### config.mk
export PLATFORM = sky130hd
export DESIGN_NAME = hn_narrow_unit
export DESIGN_NICKNAME = d
export VERILOG_FILES = /design/src/rtl/hn_pkg.sv /design/src/rtl/hn_decode.sv /design/src/rtl/hn_lanes.sv /design/src/rtl/hn_place.sv /design/src/rtl/hn_narrow_unit.sv
export SDC_FILE = /design/constraint.sdc
export NUM_CORES = 1
export LEC_CHECK = 0
export BUFFER_PORTS_ARGS = -buffer_cell sky130_fd_sc_hd__buf_2
export CAP_MARGIN = 15
export CELL_PAD_IN_SITES_DETAIL_PLACEMENT = 1
export CELL_PAD_IN_SITES_GLOBAL_PLACEMENT = 1
export CORE_MARGIN = 2
export CORE_UTILIZATION = 25
export CTS_CLUSTER_DIAMETER = 50
export DETAILED_ROUTE_END_ITERATION = 7
export HOLD_SLACK_MARGIN = 0.12
export PLACE_DENSITY = 0.64
export SYNTH_ARGS = -nofsm -noshare
export SYNTH_HDL_FRONTEND = slang
export SYNTH_HIERARCHICAL = 1
export SYNTH_SLANG_ARGS = --single-unit
### constraint.sdc
create_clock -name clk_i -period 1.03 [get_ports clk_i]
set_clock_uncertainty 0.05 [all_clocks]
set_input_delay 0.0515 -clock clk_i [delete_from_list [all_inputs] [get_ports clk_i]]
set_output_delay 0.0515 -clock clk_i [all_outputs]
set_load 0.005 [all_outputs]
### src/rtl/hn_pkg.sv
package hn_pkg;
  localparam int unsigned VLEN     = 128;
  localparam int unsigned HLEN     = VLEN / 2;
  localparam int unsigned EMIN     = 8;
  localparam int unsigned NUM_SIZE = 3;
  localparam int unsigned SZW      = 2;

  localparam logic [3:0] OPC_ADD = 4'b0100;
  localparam logic [3:0] OPC_SUB = 4'b0110;
  localparam logic [4:0] GRP_ID  = 5'b01110;

  typedef struct packed {
    logic           legal;
    logic           sub;
    logic           rnd;
    logic           upper;
    logic [SZW-1:0] size;
  } hn_op_t;
endpackage

### src/rtl/hn_decode.sv
module hn_decode
  import hn_pkg::*;
(
  input  logic [31:0] instr_i,
  output hn_op_t      op_o
);
  logic fixed_ok, opc_ok, size_ok;

  assign fixed_ok = (instr_i[31] == 1'b0) && (instr_i[28:24] == GRP_ID) &&
                    instr_i[21] && (instr_i[11:10] == 2'b00);
  assign opc_ok   = (instr_i[15:12] == OPC_ADD) || (instr_i[15:12] == OPC_SUB);
  assign size_ok  = 32'(instr_i[23:22]) < NUM_SIZE;

  always_comb begin
    op_o.legal = fixed_ok && opc_ok && size_ok;
    op_o.sub   = (instr_i[15:12] == OPC_SUB);
    op_o.rnd   = instr_i[29];
    op_o.upper = instr_i[30];
    op_o.size  = instr_i[23:22];
  end
endmodule

### src/rtl/hn_lanes.sv
module hn_lanes
  import hn_pkg::*;
#(
  parameter int unsigned W_VEC = VLEN,
  parameter int unsigned E_MIN = EMIN,
  parameter int unsigned N_SZ  = NUM_SIZE
) (
  input  logic [W_VEC-1:0]   a_i,
  input  logic [W_VEC-1:0]   b_i,
  input  logic               sub_i,
  input  logic               rnd_i,
  input  logic [SZW-1:0]     size_i,
  output logic [W_VEC/2-1:0] narrow_o
);
  localparam int unsigned W_HALF = W_VEC / 2;

  logic [N_SZ-1:0][W_HALF-1:0] res;

  for (genvar s = 0; s < N_SZ; s++) begin : g_size
    localparam int unsigned E     = E_MIN << s;
    localparam int unsigned W     = 2 * E;
    localparam int unsigned LANES = W_HALF / E;
    for (genvar l = 0; l < LANES; l++) begin : g_lane
      logic [W-1:0] op_b, rc, wide;
      assign op_b = sub_i ? ~b_i[l*W +: W] : b_i[l*W +: W];
      assign rc   = rnd_i ? (W'(1) << (E - 1)) : '0;
      // two's complement subtract: a + ~b + 1; all sums wrap at W bits
      assign wide = a_i[l*W +: W] + op_b + W'(sub_i) + rc;
      assign res[s][l*E +: E] = wide[W-1:E];
    end
  end

  always_comb begin
    narrow_o = '0;
    for (int s = 0; s < N_SZ; s++)
      if (32'(size_i) == s) narrow_o = res[s];
  end
endmodule

### src/rtl/hn_place.sv
module hn_place
  import hn_pkg::*;
#(
  parameter int unsigned W_VEC = VLEN
) (
  input  logic [W_VEC-1:0]   dest_i,
  input  logic [W_VEC/2-1:0] narrow_i,
  input  logic               upper_i,
  input  logic               legal_i,
  output logic [W_VEC-1:0]   dest_o
);
  always_comb begin
    if (!legal_i)     dest_o = dest_i;
    else if (upper_i) dest_o = {narrow_i, dest_i[W_VEC/2-1:0]};
    else              dest_o = {{(W_VEC/2){1'b0}}, narrow_i};
  end
endmodule

### src/rtl/hn_narrow_unit.sv
module hn_narrow_unit
  import hn_pkg::*;
(
  input  logic             clk_i,
  input  logic             rst_ni,
  input  logic             valid_i,
  input  logic [31:0]      instr_i,
  input  logic [VLEN-1:0]  src_a_i,
  input  logic [VLEN-1:0]  src_b_i,
  input  logic [VLEN-1:0]  dest_i,
  output logic             valid_o,
  output logic [VLEN-1:0]  dest_o,
  output logic             illegal_o
);
  hn_op_t            op;
  logic [HLEN-1:0]   narrow;
  logic [VLEN-1:0]   dest_nxt;

  hn_decode i_dec (.instr_i(instr_i), .op_o(op));

  hn_lanes #(.W_VEC(VLEN), .E_MIN(EMIN), .N_SZ(NUM_SIZE)) i_lanes (
    .a_i(src_a_i), .b_i(src_b_i), .sub_i(op.sub), .rnd_i(op.rnd),
    .size_i(op.size), .narrow_o(narrow)
  );

  hn_place #(.W_VEC(VLEN)) i_place (
    .dest_i(dest_i), .narrow_i(narrow), .upper_i(op.upper),
    .legal_i(op.legal), .dest_o(dest_nxt)
  );

  always_ff @(posedge clk_i or negedge rst_ni) begin
    if (!rst_ni) begin
      valid_o   <= 1'b0;
      illegal_o <= 1'b0;
      dest_o    <= '0;
    end else begin
      valid_o   <= valid_i;
      illegal_o <= valid_i && !op.legal;
      if (valid_i) dest_o <= dest_nxt;
    end
  end


  a_r10_valid_follows: assert property (@(posedge clk_i) disable iff (!rst_ni)
    valid_i |=> valid_o);
  a_r10_idle_hold: assert property (@(posedge clk_i) disable iff (!rst_ni)
    !valid_i |=> (!valid_o && !illegal_o && $stable(dest_o)));

  a_r1_bad_opcode: assert property (@(posedge clk_i) disable iff (!rst_ni)
    (valid_i && instr_i[15:12] != OPC_ADD && instr_i[15:12] != OPC_SUB)
    |=> (illegal_o && dest_o == $past(dest_i)));

  a_r9_size3: assert property (@(posedge clk_i) disable iff (!rst_ni)
    (valid_i && instr_i[23:22] == 2'b11) |=> (illegal_o && dest_o == $past(dest_i)));

  a_r7_top_cleared: assert property (@(posedge clk_i) disable iff (!rst_ni)
    (valid_i && op.legal && !instr_i[30]) |=> (dest_o[VLEN-1:HLEN] == '0));

  a_r8_low_kept: assert property (@(posedge clk_i) disable iff (!rst_ni)
    (valid_i && op.legal && instr_i[30]) |=> (dest_o[HLEN-1:0] == $past(dest_i[HLEN-1:0])));
endmodule

==> qor.yml <==
timing.final.ws_setup_ns: -3.42
ff2ff_path_depth: 3
synth_compound_gate_area_share_pct: 24.5
p_leak_nw: 19.1
worst_setup_path_startpoint: "instr_i[12]"
postSynth.topFlopCell: "sky130_fd_sc_hd__dfrtp_1"
routedWlPerCell_um: 25.8
power.density_nw_per_um2: 1190
critPathKind: "in -> reg"
grt-ovfl-total: 0
placement_rows: 105
synth.lib_cells_used.distinct: 95
synth_top_area_cell: "sky130_fd_sc_hd__dfrtp_1"
post_drt_via_cell_ratio: 5.38
number_of_nets_in_the_layout: 4721
headroom_to_the_max_slew_limit_pct: 52.0
grt.total_usage_pct: 26.9
cap_violations: 0
synthMuxAreaShare_pct: 12.8
endpoint: "dest_o[18]$_DFFE_PN0P_"
failed_checks: "negative setup slack"
pin_slew_with_the_least_headroom_to_its_limit_ns: 0.711
synth-edff-count: 0
grt_antenna_before_repair: 13
mostFrequentLayoutCells: "sky130_fd_sc_hd__buf_4, sky130_fd_sc_hd__buf_2, sky130_fd_sc_hd__mux2_4"
reg2reg_slack_ns: -0.05
critical_path.endpoint_type: "flip-flop"
grt_pass1_wl_mm: 179
yosys.area_share.xor_xnor_pct: 11.7
worstSkewPairLatency_ns: 0.45
start_util_pct: 25.3
syn-num-nets: 3148
synth_seq_area_share_pct: 15.6
dr.pass1.iters: 5
unrepaired_setup_endpoints_after_global_routing: "true"
syn-mean-instance-area_sq_um: 8.48
critPathMaxFanout: 7
finalCoreUtilization_pct: 49.1
number_of_top_level_pins: 549
grt_max_degree: 37
reg2reg_to: "dest_o[74]$_DFFE_PN0P_"
clkTransAtPathRegs_ns: 0.06
clock.fmax_mhz: 224
first_iteration_detailed_routing_drc_count: 1443
dpl_worst_slack_ns: -4.11
ctsRootBufferMaster: "sky130_fd_sc_hd__clkbuf_16"
finalHoldViolations: 0
start_kind: "primary input"
fp.dieArea_sq_um: 85700
grt_pass1_vias: 29248
gp_congestion: 0.940
synth_top_area_share_pct: 15.6
syn_inst: 2459
main_combinational_cell_family_by_area_after_synthesis: "compound AO/OA/AOI/OAI gates"
yosys.area_share.adder_pct: 16.9
clock_sink_count: 130
run_status: "complete, but fails checks"
drt-total-wl_mm: 132
power_mw: 48.0
synth.ff_latch_count: 130
worst_r2r_startpoint: "dest_o[74]$_DFFE_PN0P_"
synth_simple_gate_area_share_pct: 13.1
die_height_um: 293
arrival_ns: 4.74
post_synth_main_area_contributors: "sky130_fd_sc_hd__dfrtp_1, sky130_fd_sc_hd__ha_1, sky130_fd_sc_hd__mux2_2"
ant_nets: 0
cts_hold_buf: 131
vdd_ir_drop_max_mv: 1.22
drive_above_1_share_pct: 60.5
via_count: 27553
finalCriticalPeriod_ns: 4.45
min-delay-path-class: "in -> async"
cts_max_level: 4
slew_violations: 0
tritoncts: "done"
cts_buffer_count: 17
setup-violations-final: 258
design.core.area_sq_um: 82400
place.port_buffers: 533
layout.cells.most_common: "sky130_fd_sc_hd__buf_4"
area_growth_syn_to_layout_pct: 93.8
part_of_the_cycle_the_worst_path_needs_pct: 433
post_detail_place_hpwl_mm: 89.1
worst_ep_required_time_ns: 1.31
drc_violation_count_after_routing: 0
floorplan.die.width_um: 293
yosysWarnings: 6
synth_async_sr_flop_share_pct: 100
clockBufferDepth: 2
post_synth_instance_area_sq_um: 20900
==> flip-flops by register name, summed over array words and instances (netlist names) <==
register   cells
valid_o        1
dest_o       128
illegal_o      1
==> worst max-delay path, stage by stage <==
cell and delay [ns]:
sky130_fd_sc_hd__buf_6 0.10, sky130_fd_sc_hd__nor3b_4 0.20, sky130_fd_sc_hd__and2_4 0.26, sky130_fd_sc_hd__buf_12 0.14
sky130_fd_sc_hd__buf_12 0.15, sky130_fd_sc_hd__buf_8 0.12, sky130_fd_sc_hd__xor2_1 0.18, sky130_fd_sc_hd__ha_1 0.30
sky130_fd_sc_hd__ha_4 0.31, sky130_fd_sc_hd__buf_4 0.16, sky130_fd_sc_hd__nand2_1 0.11, sky130_fd_sc_hd__o21ai_2 0.30
sky130_fd_sc_hd__nor3_2 0.11, sky130_fd_sc_hd__o41ai_2 0.40, sky130_fd_sc_hd__o211ai_4 0.16, sky130_fd_sc_hd__o41ai_4 0.36
sky130_fd_sc_hd__a31oi_1 0.17, sky130_fd_sc_hd__xnor2_1 0.17, sky130_fd_sc_hd__mux2i_1 0.23, sky130_fd_sc_hd__o22ai_2 0.16
sky130_fd_sc_hd__mux2_4 0.30, sky130_fd_sc_hd__mux2_4 0.26
==> synthesized netlist by cell type, drive strengths merged (21+ instances only) <==
cell,number
nor2,131
mux2,204
xor2,179
a21o,55
o21a,35
o21ai,134
o21bai,35
a21oi,201
dfrtp,130
buf,63
inv,83
ha,256
nand4,52
clkbuf,98
nor3,42
nand2,164
a22o,63
xnor2,97
a31oi,28
o211ai,21
o22ai,22
nand3,59
==> what timing repair did <==
| action | 4_1_cts | 5_1_grt |
|---|---|---|
| setup endpoints to repair | 258 | 258 |
| gates cloned | 7 | 0 |
| pin swaps | 226 | 298 |
| buffers inserted | 170 | 129 |
| endpoints found under the hold margin | 260 | 24 |
| resized for setup | 652 | 390 |
==> cell families after synthesis <==
group | after synthesis
buf+inv | 244
simple gates | 562
fa+ha+maj | 274
mux | 218
flops | 130
compound gates | 755
xor+xnor | 276
==> through the flow <==
step | cell area [sq um] | cells | setup TNS, ns | hold WS, ns
2_1_floorplan | 21400 | 2459 | -389.72 | -0.294
3_3_place_gp | 30700 | 4692 | -477.49 | -0.0847
3_5_place_dp | 30700 | 4692 | -484.61 | -0.0828
4_1_cts | 37400 | 5016 | -400.73 | 0.00961
5_1_grt | 40400 | 5117 | -429.92 | 0.0213
6_report | 40400 | 5119 | -411.32 | 0.0209
==> worst min-delay path by stage <==
stage | start | to | slack, ns | depth (start not counted)
finish | rst_ni | dest_o[19]$_DFFE_PN0P_ | 0.02 | 2
floorplan | rst_ni | dest_o[0]$_DFFE_PN0P_ | -0.29 | 0
global placement | rst_ni | dest_o[20]$_DFFE_PN0P_ | -0.08 | 1
detailed placement | rst_ni | dest_o[30]$_DFFE_PN0P_ | -0.08 | 1
CTS | rst_ni | dest_o[30]$_DFFE_PN0P_ | 0.01 | 2
global route | rst_ni | dest_o[19]$_DFFE_PN0P_ | 0.02 | 2
==> final cells by class <==
| cell class | instances | area (sq um) |
|---|---|---|
| tap | 1070 | 1340 |
| inverter | 83 | 312 |
| fill | 9248 | 42000 |
| antenna | 5 | 12.5 |
| sequential | 130 | 3250 |
| clock buffer | 19 | 443 |
| multi-input combinational | 2085 | 21900 |
| timing repair buffer | 1715 | 13000 |
| clock inverter | 12 | 183 |
==> power breakdown <==
part	leakage (nW)	total (mW)	internal (mW)	switching, mW
Sequential	1.52	5.96	5.62	0.346
Combinational	17.3	35.3	17.1	18.1
Clock	0.296	6.78	4.11	2.67
Total	19.1	48.0	26.9	21.1
==> routing by layer <==
layer  track usage [%]  part of all wire (%)  routed length [um]
met5                 0                 0.082                 109
met1              33.9                    41               54100
met3              3.79                   5.7                7580
met4              8.77                   5.0                6670
met2              47.1                    48               63700
Note: power is estimated with default switching activity, not from simulation.
